**src/rtl/bdec_pkg.sv**
```systemverilog
package bdec_pkg;
  // decode word geometry; the bit positions are what the writer encodes
  localparam int unsigned CFG_W          = 64;
  localparam int unsigned CFG_VALID_BIT  = 63;
  localparam int unsigned CFG_UMASK_LSB  = 41;
  localparam int unsigned CFG_UMATCH_LSB = 29;
  localparam int unsigned CFG_LMASK_LSB  = 14;
  localparam int unsigned CFG_LMATCH_LSB = 9;
endpackage

```
**src/rtl/bdec_cfg_store.sv**
```systemverilog
module bdec_cfg_store
  import bdec_pkg::*;
#(
  parameter int NB  = 4,
  parameter int UW  = 12,
  parameter int LW  = 4,
  parameter int BIW = $clog2(NB)
) (
  input  logic                    clk,
  input  logic                    rst,
  input  logic                    we,
  input  logic [BIW-1:0]          widx,
  input  logic [CFG_W-1:0]        wdata,
  output logic [NB-1:0]           valid,
  output logic [NB-1:0][UW-1:0]   umask,
  output logic [NB-1:0][UW-1:0]   umatch,
  output logic [NB-1:0][LW-1:0]   lmask,
  output logic [NB-1:0][LW-1:0]   lmatch
);
  // reserved bits of the word are dropped here
  logic unused_cfg_bits;
  assign unused_cfg_bits = ^wdata;

  for (genvar g = 0; g < NB; g++) begin : g_bank
    always_ff @(posedge clk) begin
      if (rst) begin
        valid[g]  <= 1'b0;
        umask[g]  <= '0;
        umatch[g] <= '0;
        lmask[g]  <= '0;
        lmatch[g] <= '0;
      end else if (we && (widx == BIW'(g))) begin
        valid[g]  <= wdata[CFG_VALID_BIT];
        umask[g]  <= wdata[CFG_UMASK_LSB  +: UW];
        umatch[g] <= wdata[CFG_UMATCH_LSB +: UW];
        lmask[g]  <= wdata[CFG_LMASK_LSB  +: LW];
        lmatch[g] <= wdata[CFG_LMATCH_LSB +: LW];
      end
    end
  end
endmodule

```
**src/rtl/bdec_bank_cmp.sv**
```systemverilog
module bdec_bank_cmp #(
  parameter int UW = 12,
  parameter int LW = 4
) (
  input  logic          valid,
  input  logic [UW-1:0] umask,
  input  logic [UW-1:0] umatch,
  input  logic [LW-1:0] lmask,
  input  logic [LW-1:0] lmatch,
  input  logic [UW-1:0] ufield,
  input  logic [LW-1:0] lfield,
  output logic          hit
);
  logic [UW-1:0] udiff;
  logic [LW-1:0] ldiff;

  // differing bits that the mask does not excuse
  assign udiff = (ufield ^ umatch) & ~umask;
  assign ldiff = (lfield ^ lmatch) & ~lmask;
  assign hit   = valid && (udiff == '0) && (ldiff == '0);
endmodule

```
**src/rtl/bdec_prio.sv**
```systemverilog
module bdec_prio #(
  parameter int NB  = 4,
  parameter int BIW = $clog2(NB)
) (
  input  logic [NB-1:0]  req,
  output logic           any,
  output logic [BIW-1:0] idx
);
  always_comb begin
    any = |req;
    idx = '0;
    for (int i = NB - 1; i >= 0; i--) begin
      if (req[i]) idx = BIW'(i);
    end
  end
endmodule

```
**src/rtl/bdec_attr.sv**
```systemverilog
module bdec_attr #(
  parameter int UW    = 12,
  parameter int LW    = 4,
  parameter int UL    = 30,
  parameter int SZB   = 10,
  parameter int AW    = 42,
  parameter int ILV_W = LW + 1
) (
  input  logic [UW-1:0]    umask,
  input  logic [UW-1:0]    umatch,
  input  logic [LW-1:0]    lmask,
  output logic [ILV_W-1:0] ilv,
  output logic [AW-1:0]    base,
  output logic [AW-1:0]    size
);
  localparam int SHW = $clog2(LW + 1);

  logic [SHW-1:0] shamt;
  logic [SZB:0]   units;

  // a mask of ones followed by k zeros selects 2^k-way interleave
  always_comb begin
    logic [LW-1:0] pat;
    shamt = '0;
    for (int k = 1; k <= LW; k++) begin
      pat = {LW{1'b1}} << k;
      if (lmask == pat) shamt = SHW'(k);
    end
  end

  assign ilv   = ILV_W'(1) << shamt;
  assign base  = AW'(umatch & ~umask) << UL;
  assign units = {1'b0, umask[SZB-1:0]} + {{SZB{1'b0}}, 1'b1};
  assign size  = (AW'(units) << UL) >> shamt;
endmodule

```
**src/rtl/mm_bank_decoder.sv**
```systemverilog
module mm_bank_decoder
  import bdec_pkg::*;
#(
  parameter int NB    = 4,
  parameter int AW    = 42,
  parameter int UL    = 30,
  parameter int UW    = 12,
  parameter int LL    = 6,
  parameter int LW    = 4,
  parameter int SZB   = 10,
  parameter int PW    = 5,
  localparam int BIW   = $clog2(NB),
  localparam int ILV_W = LW + 1,
  localparam int GW    = PW + BIW
) (
  input  logic             clk,
  input  logic             rst,
  input  logic             cfg_we,
  input  logic [BIW-1:0]   cfg_bank,
  input  logic [CFG_W-1:0] cfg_word,
  input  logic [PW-1:0]    port_id,
  input  logic [AW-1:0]    phys_addr,
  output logic             dec_hit,
  output logic [BIW-1:0]   dec_bank,
  output logic [GW-1:0]    dec_gid,
  output logic [ILV_W-1:0] dec_ilv,
  output logic [AW-1:0]    dec_base,
  output logic [AW-1:0]    dec_size
);
  logic [NB-1:0]         valid;
  logic [NB-1:0][UW-1:0] umask, umatch;
  logic [NB-1:0][LW-1:0] lmask, lmatch;
  logic [NB-1:0]         hit_vec;
  logic [UW-1:0]         ufield;
  logic [LW-1:0]         lfield;
  logic                  any_hit;
  logic [BIW-1:0]        sel;
  logic [ILV_W-1:0]      ilv_n;
  logic [AW-1:0]         base_n, size_n;
  logic [GW-1:0]         gid_n;
  logic                  unused_addr_bits;

  assign ufield           = phys_addr[UL +: UW];
  assign lfield           = phys_addr[LL +: LW];
  assign unused_addr_bits = ^phys_addr;

  bdec_cfg_store #(.NB(NB), .UW(UW), .LW(LW), .BIW(BIW)) u_store (
    .clk(clk), .rst(rst), .we(cfg_we), .widx(cfg_bank), .wdata(cfg_word),
    .valid(valid), .umask(umask), .umatch(umatch), .lmask(lmask), .lmatch(lmatch)
  );

  for (genvar g = 0; g < NB; g++) begin : g_cmp
    bdec_bank_cmp #(.UW(UW), .LW(LW)) u_cmp (
      .valid(valid[g]), .umask(umask[g]), .umatch(umatch[g]),
      .lmask(lmask[g]), .lmatch(lmatch[g]),
      .ufield(ufield), .lfield(lfield), .hit(hit_vec[g])
    );

    AST_INVALID_NEVER_HITS: assert property (@(posedge clk) disable iff (rst)
      hit_vec[g] |-> valid[g]);
  end

  bdec_prio #(.NB(NB), .BIW(BIW)) u_prio (
    .req(hit_vec), .any(any_hit), .idx(sel)
  );

  bdec_attr #(.UW(UW), .LW(LW), .UL(UL), .SZB(SZB), .AW(AW), .ILV_W(ILV_W)) u_attr (
    .umask(umask[sel]), .umatch(umatch[sel]), .lmask(lmask[sel]),
    .ilv(ilv_n), .base(base_n), .size(size_n)
  );

  assign gid_n = GW'(port_id) * GW'(NB) + GW'(sel);

  always_ff @(posedge clk) begin
    if (rst || !any_hit) begin
      dec_hit  <= 1'b0;
      dec_bank <= '0;
      dec_gid  <= '0;
      dec_ilv  <= '0;
      dec_base <= '0;
      dec_size <= '0;
    end else begin
      dec_hit  <= 1'b1;
      dec_bank <= sel;
      dec_gid  <= gid_n;
      dec_ilv  <= ilv_n;
      dec_base <= base_n;
      dec_size <= size_n;
    end
  end

  AST_FIRST_HIT_WINS: assert property (@(posedge clk) disable iff (rst)
    dec_hit |-> (((($past(hit_vec) >> dec_bank) & NB'(1)) == NB'(1)) &&
                 (($past(hit_vec) & ((NB'(1) << dec_bank) - NB'(1))) == '0)));

  AST_ILV_POWER_OF_TWO: assert property (@(posedge clk) disable iff (rst)
    dec_hit |-> ($countones(dec_ilv) == 1));

  AST_SIZE_NONZERO: assert property (@(posedge clk) disable iff (rst)
    dec_hit |-> (dec_size != '0));

  AST_MISS_CLEARS: assert property (@(posedge clk) disable iff (rst)
    !dec_hit |-> (dec_bank == '0 && dec_gid == '0 && dec_ilv == '0 &&
                  dec_base == '0 && dec_size == '0));
endmodule

```
**config.mk**
```make
export PLATFORM = sky130hd
export DESIGN_NAME = mm_bank_decoder
export DESIGN_NICKNAME = d
export VERILOG_FILES = /design/src/rtl/bdec_pkg.sv /design/src/rtl/bdec_cfg_store.sv /design/src/rtl/bdec_bank_cmp.sv /design/src/rtl/bdec_prio.sv /design/src/rtl/bdec_attr.sv /design/src/rtl/mm_bank_decoder.sv
export SDC_FILE = /design/constraint.sdc
export NUM_CORES = 1
export LEC_CHECK = 0
export BUFFER_PORTS_ARGS = -buffer_cell sky130_fd_sc_hd__buf_2
export CAP_MARGIN = 5
export CORE_UTILIZATION = 50
export CTS_BUF_LIST = sky130_fd_sc_hd__clkbuf_4 sky130_fd_sc_hd__clkbuf_8
export DETAILED_ROUTE_END_ITERATION = 6
export PLACE_DENSITY = 0.81
export SYNTH_ARGS = -nofsm -noshare
export SYNTH_HDL_FRONTEND = slang
export SYNTH_SLANG_ARGS = --single-unit
export TNS_END_PERCENT = 50
```
**constraint.sdc**
```tcl
create_clock -name clk -period 3.25 [get_ports clk]
set_input_delay 0.325 -clock clk [delete_from_list [all_inputs] [get_ports clk]]
set_output_delay 0.325 -clock clk [all_outputs]
set_load 0.02 [all_outputs]
```
==> reports/results.txt <==
Clk pin slew, worst setup/hold paths = 0.10 ns
Total grt overflow = 0
Crit path max fanout = 8
Setup_tns = -1.70 ns
Internal power = 0.00321 W
Crit path cell chain = xnor2_1, o22ai_1, nor3_1, buf_4, and3_1, buf_4, a21o_1, o22ai_2, inv_1, ha_2, inv_2, a2111oi_4, nand4b_1, or2_1, xor2_1, mux2i_1, o221ai_1
Register area share after synthesis = 40.7%
Final wirelength = 29600 µm
Number of synthesized register bits = 175
Initial Util = 51.5%
Cells on worst reg2reg path = 17
Number of synthesized flops with an enable pin = 0
Most used cell, CP = buf_4
# setup viols final = 13
Fin. Hold Viols = 0
CTS Hold Bufs = 0
Core area = 16700 µm²
Status = finished, violations left
Cells after Synth = 1051
Tmin final = 3.53 ns
Logic pwr share = 14.2%
Reg power frac = 49.8%
Arrival @ worst endpoint = 3.88 ns
Initial antenna violation count = 0
Slowest stage cell, crit path = dfxtp_1
Vias/cell = 5.60
Switch Pwr = 0.00130 W
Place WS = -0.449 ns
Drt pass-1 iters = 5
RSZ-0062 raised after global routing = true
Num ports = 215
CTS max path bufs = 2
Nets = 1432
Reg2reg end = dec_size[35]
Synth top area share = 40.7%
Clock Sinks = 175
RD Place Congestion = 1.00
Top FF cell, synth = dfxtp_1
Met3 WL = 2350 µm
Failing checks = setup timing
DR iter-0 viols = 795
Synthesized cell area = 8600 µm²
Skew final = 0.0160 ns
Met2 routed WL = 14100 µm
P&R area growth vs syn = 35.1%
Largest net degree at the start of global routing = 103
Sw Ratio = 28.8%
Synth top area cells = dfxtp_1 (41%), nand2_1 (12%), a21oi_1 (8.4%)
Unique cell type count in the Yosys netlist = 74
Max Freq = 0.283 GHz
Reg2Reg Setup Slack = -0.28 ns
Final instance area = 11600 µm²
Crit Path Class = reg2reg
Worst reg2reg path startpoint = u_store.umatch[20]
Fin crit share = 109%
Placed instance area = 10300 µm²
Worst VDD drop = 270 µV
Yosys top cell by area = dfxtp_1
IO Port Bufs = 103
DP HPWL = 20500 µm
GRT Resource Usage Total = 32.0%
Vias = 8676
Chip width = 133 µm
Pwr Density = 388 nW/µm²
Global-route wire length before repair = 43000 µm
Setup crit start kind = flop
Most frequent cells in the layout = nand2_1 (282), buf_4 (202), dfxtp_1 (165)
CP Capture Type = flop
Worst endpoint required time = 3.60 ns
Worst hold endpoint = dec_gid[6]
Number of global-route vias before repair = 7981
Max Cap Viol = 0
Leakage = 4.72 nW
Std cell rows = 47
CTS tree = yes
Worst path max stage delay = 0.34 ns
Fill cell count = 1220
Total clock buffers created by CTS = 17
Max Transition Viols Final = 0
Wire length on met1 = 11400 µm
Setup ws final = -0.281 ns
Origin of the worst min-delay path = port_id[4]
H-tree levels = 4
Die height = 133 µm
Remaining antenna violation count = 0
Ys async rst share = 0%
Commonest non-fill, non-tap cell in the layout = nand2_1
Share of post-route cells with drive strength above 1 = 35.7%
Synth warnings = 0
Hold-critical path depth = 2
Highest metal used = met4
DIE AREA = 17700 µm²
Clock Latency Late Sink = 0.49 ns
Syn_area_per_cell = 8.19 µm²
Worst slew margin = 23.8%
DRC = 0
Clk pwr share = 36.1%
Worst Max-Slew Pin Slew = 1.14 ns
Wire per inst = 19.1 µm
Hold Crit Class = in2reg
Root buf cell = clkbuf_8
[worst max path at each step]
stage | from | to | slack [ns] | cells past startpoint
after floorplan | phys_addr[38] | dec_size[35] | -0.19 | 17
after global placement | phys_addr[35] | dec_size[34] | -0.32 | 19
after detailed placement | phys_addr[35] | dec_size[36] | -0.45 | 19
after CTS | u_store.umatch[11] | dec_size[35] | -0.14 | 16
after global routing | u_store.umatch[14] | dec_size[35] | -0.45 | 18
final | u_store.umatch[20] | dec_size[35] | -0.28 | 17
[sequential cells by signal (all words and copies together), names as in the netlist]
signal / count
dec_base: 12
u_store.lmatch: 16
u_store.umatch: 48
dec_hit: 1
dec_bank: 1
dec_size: 18
u_store.umask: 48
u_store.valid: 4
dec_ilv: 5
u_store.lmask: 16
dec_gid: 6
[synth_stat cells (6+ instances only)]
master and number:
nor3_1 6, nand3b_1 10, nor2_1 23, mux4_2 9
buf_2 14, nor3b_1 6, xnor2_1 63, clkbuf_1 56
and2_1 11, buf_4 57, o22ai_1 29, and3_1 7
o21ai_0 6, nand2_1 285, inv_1 15, dfxtp_1 175
o311ai_0 7, a21oi_1 145, mux2i_1 12
[area by class of cell]
type                            count  area [µm²]  area share, %
Tap cell                          220         275           2.37
Sequential cell                   175        3520           30.3
Clock inverter                     12         145           1.25
Antenna cell                        2        5.00         0.0431
Timing Repair Buffer              322        2290           19.7
Multi-Input combinational cell    783        5050           43.5
Clock buffer                       20         275           2.37
Inverter                           16        60.1          0.517
[logic make-up after synthesis]
kind of cell | count (synthesis) | synth area share [%]
other cells | 1 | 0.0436
simple gates | 383 | 19.7
xor+xnor | 72 | 7.68
compound gates | 248 | 18.2
fa+ha+maj | 1 | 0.145
buf+inv | 149 | 9.63
mux | 22 | 3.88
flops | 175 | 40.7
[per-layer routing]
layer / vias to the layer above / global-route usage, %
li1: 3985 / -
met1: 4082 / 39.7
met4: 0 / 19.1
met3: 105 / 5.78
met5: - / 0
met2: 504 / 52.1
[per-stage QoR]
step	instances	power, W	util (%)	hold WS, ns
finish	1550	0.00451	69.6	0.0308
global route	1548	0.00465	69.6	0.0370
CTS	1533	0.00445	66.1	0.0316
detailed placement	1484	0.00286	61.7	0.447
global placement	1484	0.00285	61.7	0.444
floorplan	1107	0.00265	-	0.433
[critical path: cells and delay by family (launching register included)]
kind / cells / cell delay (ns)
simple gates: 4 / 0.88
compound gates: 5 / 0.81
buf+inv: 4 / 0.51
xor+xnor: 2 / 0.48
flops: 1 / 0.34
mux: 1 / 0.20
fa+ha+maj: 1 / 0.19
[repair_timing]
item / 4_1_cts / 5_1_grt
hold endpoints to repair: 0 / 0
cloned: 0 / 1
setup buffers: 17 / 16
resized for setup: 34 / 88
setup endpoints to repair: 17 / 28
pin swaps: 11 / 32
[power by group through the flow]
stage	Clock (W)	Sequential, W	Combinational [W]
3_3_place_gp	0	0.00229	0.000560
3_5_place_dp	0	0.00229	0.000569
5_1_grt	0.00173	0.00225	0.000669
2_1_floorplan	0	0.00228	0.000368
6_report	0.00163	0.00225	0.000639
4_1_cts	0.00163	0.00224	0.000584
Power figures use the tool's default switching activity.
